### src/rtl/hsq_pkg.sv
package hsq_pkg;
  localparam int unsigned NCH = 2;
  typedef enum logic [1:0] {CH_QUAL, CH_ARMED, CH_WAIT, CH_ON} ch_st_e;
  typedef enum logic [1:0] {PW_OFF, PW_PULSE, PW_RUN} pw_st_e;
endpackage

### src/rtl/hsq_por.sv
module hsq_por
  import hsq_pkg::*;
#(
  parameter int unsigned POR_CYCLES = 11250
) (
  input  logic           clk_i,
  input  logic           rst_ni,
  input  logic [NCH-1:0] vdd_ok_i,
  input  logic           intvcc_ok_i,
  output logic           por_o,
  output logic           ready_o
);
  localparam int unsigned CW = $clog2(POR_CYCLES + 1);

  pw_st_e        st_q;
  logic [CW-1:0] cnt_q;
  logic          ok;

  assign ok = (&vdd_ok_i) & intvcc_ok_i;

  always_ff @(posedge clk_i or negedge rst_ni) begin
    if (!rst_ni) begin
      st_q  <= PW_OFF;
      cnt_q <= '0;
    end else begin
      unique case (st_q)
        PW_OFF: if (ok) begin
          st_q  <= PW_PULSE;
          cnt_q <= CW'(POR_CYCLES - 1);
        end
        PW_PULSE: begin
          if (!ok)              st_q <= PW_OFF;
          else if (cnt_q == '0) st_q <= PW_RUN;
          else                  cnt_q <= cnt_q - 1'b1;
        end
        PW_RUN:  if (!ok) st_q <= PW_OFF;
        default: st_q <= PW_OFF;
      endcase
    end
  end

  assign por_o   = (st_q == PW_PULSE);
  assign ready_o = (st_q == PW_RUN);
endmodule

### src/rtl/hsq_qual.sv
module hsq_qual #(
  parameter int unsigned QUAL_CYCLES = 12500000
) (
  input  logic clk_i,
  input  logic rst_ni,
  input  logic cond_i,
  output logic qual_o
);
  localparam int unsigned CW = $clog2(QUAL_CYCLES + 1);
  localparam logic [CW-1:0] LIMIT = CW'(QUAL_CYCLES);

  logic [CW-1:0] cnt_q;

  // any break restarts the debounce window
  always_ff @(posedge clk_i or negedge rst_ni) begin
    if (!rst_ni)            cnt_q <= '0;
    else if (!cond_i)       cnt_q <= '0;
    else if (cnt_q != LIMIT) cnt_q <= cnt_q + 1'b1;
  end

  assign qual_o = (cnt_q == LIMIT);
endmodule

### src/rtl/hsq_timer.sv
module hsq_timer #(
  parameter int unsigned START_CYCLES = 1250000
) (
  input  logic clk_i,
  input  logic rst_ni,
  input  logic start_i,
  output logic busy_o
);
  localparam int unsigned CW = $clog2(START_CYCLES + 1);

  logic [CW-1:0] cnt_q;
  logic          busy_q;

  always_ff @(posedge clk_i or negedge rst_ni) begin
    if (!rst_ni) begin
      busy_q <= 1'b0;
      cnt_q  <= '0;
    end else if (start_i) begin
      busy_q <= 1'b1;
      cnt_q  <= CW'(START_CYCLES - 1);
    end else if (busy_q) begin
      if (cnt_q == '0) busy_q <= 1'b0;
      else             cnt_q  <= cnt_q - 1'b1;
    end
  end

  assign busy_o = busy_q;
endmodule

### src/rtl/hsq_dual_seq.sv
module hsq_dual_seq
  import hsq_pkg::*;
#(
  parameter int unsigned POR_CYCLES   = 11250,
  parameter int unsigned QUAL_CYCLES  = 12500000,
  parameter int unsigned START_CYCLES = 1250000
) (
  input  logic       clk_i,
  input  logic       rst_ni,
  input  logic [1:0] vdd_ok_i,
  input  logic       intvcc_ok_i,
  input  logic [1:0] uv_ok_i,
  input  logic [1:0] ov_ok_i,
  input  logic [1:0] en_ni,
  input  logic [1:0] on_i,
  input  logic [1:0] fault_i,
  input  logic       couple_i,
  input  logic [1:0] ctl_we_i,
  input  logic [1:0] ctl_wd_i,
  output logic [1:0] ctl_on_o,
  output logic [3:0] status_o,
  output logic       por_o,
  output logic [1:0] gate_o,
  output logic       tmr_busy_o
);
  logic           por, ready, tmr_start;
  logic [NCH-1:0] cond, qual, drop, load, on_q, on_rise, ctl_q, in_wait;
  ch_st_e         st_q [NCH];
  ch_st_e         st_d [NCH];
  logic           both_qual, pair_go;

  hsq_por #(.POR_CYCLES(POR_CYCLES)) u_por (
    .clk_i, .rst_ni, .vdd_ok_i, .intvcc_ok_i, .por_o(por), .ready_o(ready)
  );

  hsq_timer #(.START_CYCLES(START_CYCLES)) u_tmr (
    .clk_i, .rst_ni, .start_i(tmr_start), .busy_o(tmr_busy_o)
  );

  for (genvar c = 0; c < NCH; c++) begin : g_ch
    assign cond[c]    = ready & uv_ok_i[c] & ov_ok_i[c] & ~en_ni[c] & ~fault_i[c];
    assign on_rise[c] = on_i[c] & ~on_q[c];
    assign drop[c]    = couple_i ? ~cond[c] : ~(&cond);
    assign gate_o[c]  = (st_q[c] == CH_ON);
    assign in_wait[c] = (st_q[c] == CH_WAIT);
    assign status_o[2*c]   = uv_ok_i[c];
    assign status_o[2*c+1] = ov_ok_i[c];

    hsq_qual #(.QUAL_CYCLES(QUAL_CYCLES)) u_qual (
      .clk_i, .rst_ni, .cond_i(cond[c]), .qual_o(qual[c])
    );

    always_ff @(posedge clk_i or negedge rst_ni) begin
      if (!rst_ni) begin
        st_q[c]  <= CH_QUAL;
        ctl_q[c] <= 1'b0;
        on_q[c]  <= 1'b0;
      end else begin
        st_q[c] <= st_d[c];
        on_q[c] <= on_i[c];
        if (por)              ctl_q[c] <= 1'b0;
        else if (load[c])     ctl_q[c] <= on_i[c];
        else if (ctl_we_i[c]) ctl_q[c] <= ctl_wd_i[c];
      end
    end
  end

  assign both_qual = &qual;
  assign pair_go   = (st_q[0] == CH_ARMED) && (st_q[1] == CH_ARMED) &&
                     ((&ctl_q) || (&on_i));

  // channel 0 is evaluated first and wins a simultaneous timer claim
  always_comb begin
    logic taken;
    taken     = tmr_busy_o;
    tmr_start = 1'b0;
    for (int c = 0; c < NCH; c++) begin
      st_d[c] = st_q[c];
      load[c] = 1'b0;
      if (drop[c]) begin
        st_d[c] = CH_QUAL;
      end else begin
        unique case (st_q[c])
          CH_QUAL: if (couple_i ? qual[c] : both_qual) begin
            st_d[c] = CH_ARMED;
            load[c] = 1'b1;
          end
          CH_ARMED: begin
            if (!couple_i) begin
              if (pair_go) st_d[c] = CH_ON;
            end else if (on_rise[c]) begin
              st_d[c] = CH_ON;
            end else if (ctl_q[c]) begin
              st_d[c] = taken ? CH_WAIT : CH_ON;
            end
          end
          CH_WAIT: if (on_rise[c] || !taken) st_d[c] = CH_ON;
          default: ;
        endcase
      end
      if (st_d[c] == CH_ON && st_q[c] != CH_ON) begin
        if (!tmr_busy_o) tmr_start = 1'b1;
        taken = 1'b1;
      end
    end
  end

  assign ctl_on_o = ctl_q;
  assign por_o    = por;
endmodule

### config.mk
export PLATFORM = sky130hd
export DESIGN_NAME = hsq_dual_seq
export DESIGN_NICKNAME = d
export VERILOG_FILES = /design/src/rtl/hsq_pkg.sv /design/src/rtl/hsq_por.sv /design/src/rtl/hsq_qual.sv /design/src/rtl/hsq_timer.sv /design/src/rtl/hsq_dual_seq.sv
export SDC_FILE = /design/constraint.sdc
export NUM_CORES = 1
export LEC_CHECK = 0
export BUFFER_PORTS_ARGS = -buffer_cell sky130_fd_sc_hd__buf_2
export CORE_ASPECT_RATIO = 1.2
export CORE_MARGIN = 2
export CORE_UTILIZATION = 60
export DETAILED_ROUTE_END_ITERATION = 8
export PLACE_DENSITY = 0.8
export SETUP_SLACK_MARGIN = 0.15
export SLEW_MARGIN = 10
export SYNTH_ARGS = -nofsm -noshare
export SYNTH_HDL_FRONTEND = slang
export SYNTH_SLANG_ARGS = --single-unit
### constraint.sdc
create_clock -name clk_i -period 6 [get_ports clk_i]
set_input_delay 0.6 -clock clk_i [delete_from_list [all_inputs] [get_ports clk_i]]
set_output_delay 0.6 -clock clk_i [all_outputs]
set_load 0.1 [all_outputs]
==> metrics.txt <==
status finished clean; CTS tree yes; Longest Clk Path Bufs 2; first-pass GRT wire length around 18 mm; Post-synth ARST share between 90% and 100%; delay-heaviest family, CP simple AND/OR/NAND/NOR gates; Final Hold Viols 0; worst ir drop on vdd between 0.00015 and 0.0002 V; commonest non-fill, non-tap cell in the layout dfrtp_1; commonest non-fill, non-tap cells in the layout 94 x dfrtp_1, 86 x nor2_1, 52 x nand2_1; CTS resizes 0; placeable core region approximately 8200 sq um; WL final between 9 and 10 mm; Initial Utilization 62.0%; Sequential Area 2350 sq um; Die Y approximately 100 um; CP peak stage delay between 500 and 600 ps; Worst Path Required between 6000 and 7000 ps; clock power share 34.3%; critical path class register to register; die width slightly below 90 um; Max-cap violations 0; synth unique cells 70; I/O pins 30; clk slew on worst S/H paths approximately 90 ps; Cell Area, Synth ~5100 sq um; gr ovfl total 0; setup bufs post-CTS 0; floorplan row count 36; Critical Path AT ~2800 ps; htree depth 3; hold_buf cts 0; final RePlAce weighted congestion 0.828; CTS Buf Count 9; synthesis-to-layout area growth 7.75%; register bit count reported by yosys 94; vias in the first global route 3987; RSZ-0062 raised after global routing no; # diodes 0; DIE AREA around 9200 sq um; EDFF count, synth 0; final net count 585; Sw Pwr around 0.32 mW; HPWL Detailed between 7 and 8 mm; CP Max Fanout 27; synth warn 0; PortBufs 29; Post-DRT Antenna Nets 0; Max Freq 0.396 GHz; Slew HR 49.5%; P_int approximately 0.9 mW; setup tns final 0 ps; Syn Area/Cell between 9 and 10 sq um; Net Sw Frac approximately 26%; largest net degree at the start of global routing 53; vias per cell between 5 and 6; Worst Setup Start Kind register; Critical-path top delay cell dfrtp_1; critical path endpoint category register; final setup violation count 0; Gate power share 9.6%; count of final max-slew check failures 0; Gate Count Post-Synth 535; post-synthesis sequential area ratio between 40 and 50%; crit-path cells nand2b_1, or2_2, a21oi_1, o311a_2, or3_2, o221a_2; sequential share of power approximately 56%; ratio of final minimum period to clock period around 42%; clock skew roughly 11 ps; Leak between 2 and 2.5 nW; WL/cell 14.7 um; antenna violations before repair 0; fillers between 600 and 700; Residual DRC 0; multi-input logic area between 2000 and 3000 sq um; length of the first detailed-routing pass in iterations 4; Min Hold Slack around 200 ps; Syn Nets 561; detailed-route via count between 3k and 4k; min Tclk post-route around 2500 ps; clk_lat worst skew 360 ps; Synth Flop Type dfrtp_1; Cell Pwr Density 225 nW/um^2; total clock sinks 94; 1st-iter DRT viols between 200 and 250; layout cells sized above 1 13.9%; slew at the pin with the worst max-slew slack between 700 and 800 ps; HP Class primary input to asynchronous set/reset pin; GRT Util Overall between 20% and 30%; clock root cell clkbuf_8; CP bufs+invs 0
logic make-up after synthesis:
group,Yosys count,synth area share (%)
AND/OR/NAND/NOR,276,28.7
adder cells (fa/ha/maj),6,1.48
XOR/XNOR,64,11.0
buffers and inverters,33,3.20
flip-flops,94,46.3
AO/OA/AOI/OAI,58,8.54
multiplexers,4,0.812
Yosys cell counts, types with 2 or more instances:
cell / number / share of area (%)
nand2b_1: 6 / 0.74
and2_1: 4 / 0.49
nand2_1: 52 / 3.8
buf_4: 5 / 0.74
nor4_1: 11 / 1.4
a21boi_0: 2 / 0.30
buf_2: 2 / 0.20
a311oi_1: 2 / 0.34
buf_1: 2 / 0.15
nand4_1: 9 / 1.1
nor3_1: 16 / 1.6
or2_2: 6 / 0.74
nor4b_1: 2 / 0.34
nand3_1: 22 / 2.2
or4_1: 4 / 0.59
o311ai_0: 2 / 0.34
o41ai_1: 2 / 0.34
xnor2_1: 28 / 4.8
nor4bb_1: 2 / 0.39
mux2i_1: 3 / 0.59
nor2b_1: 5 / 0.62
o311a_2: 2 / 0.44
and2_2: 10 / 1.5
nand3b_1: 6 / 0.89
o21a_1: 4 / 0.59
and3_1: 7 / 0.86
a21oi_1: 13 / 1.3
a211oi_1: 4 / 0.59
or3_1: 8 / 0.98
a2bb2oi_1: 2 / 0.34
o21ai_0: 9 / 0.89
or4b_1: 4 / 0.79
xor2_1: 36 / 6.2
and4_1: 2 / 0.34
nor2_1: 86 / 6.3
clkbuf_1: 6 / 0.44
a31oi_1: 3 / 0.37
inv_1: 16 / 1.2
dfrtp_1: 94 / 46
ha_1: 6 / 1.5
sequential cells by signal, summed over array words and instances (netlist names):
signal,count
on_q,2
u_tmr.cnt_q,21
ctl_on_o,2
u_tmr.busy_o,1
u_por.cnt_q,14
st_q,4
u_por.st_q,2
g_ch.u_qual.cnt_q,48
stage by stage:
step | cells | area (sq um) | util [%] | setup slack [ps] | power [mW]
after floorplan | 535 | 5080 | - | 3320 | 0.781
after global placement | 662 | 5280 | 64.4 | 3220 | 0.816
after detailed placement | 662 | 5280 | 64.4 | 3150 | 0.824
after CTS | 677 | 5480 | 66.8 | 3480 | 1.25
after global routing | 677 | 5480 | 66.8 | 3310 | 1.29
final | 677 | 5480 | 66.8 | 3470 | 1.23
routing by layer:
layer / share of wire, % / GRT usage (%) / vias up
met2: 51 / 39.0 / 66
li1: - / - / 1897
met1: 43 / 30.9 / 1891
met3: 3.1 / 4.66 / 20
met4: 2.3 / 9.74 / 0
met5: 0 / 0 / -
worst paths after layout:
kind / startpoint / endpoint / slack (ps) / depth (start not counted)
worst max-delay path: u_por.st_q[0] / u_tmr.cnt_q[3] / 3470 / 6
worst min register to register: u_por.cnt_q[11] / u_por.cnt_q[11] / 530 / 2
worst max register to register: u_por.st_q[0] / u_tmr.cnt_q[3] / 3470 / 6
worst min-delay path: rst_ni / u_tmr.cnt_q[18] / 210 / 1
max in group asynchronous: rst_ni / g_ch[0].u_qual.cnt_q[9] / 4740 / 2
min in group clk_i: on_i[0] / on_q[0] / 410 / 1
area by class of cell:
cell class | instances | area share [%]
inverters | 16 | 1.10
clock inverters | 3 | 0.799
flip-flops and latches | 94 | 42.9
well taps | 114 | 2.60
repair buffers | 30 | 2.83
clock buffers | 12 | 2.83
multi-input cells | 408 | 46.9
power by group through the flow:
| stage | Sequential [mW] | Clock, mW | Combinational, mW |
|---|---|---|---|
| 6_report | 0.693 | 0.423 | 0.118 |
| 5_1_grt | 0.697 | 0.463 | 0.132 |
| 2_1_floorplan | 0.706 | 0 | 0.0751 |
| 4_1_cts | 0.691 | 0.437 | 0.121 |
| 3_5_place_dp | 0.704 | 0 | 0.120 |
| 3_3_place_gp | 0.702 | 0 | 0.114 |
Note: power is estimated with default switching activity, not from simulation.
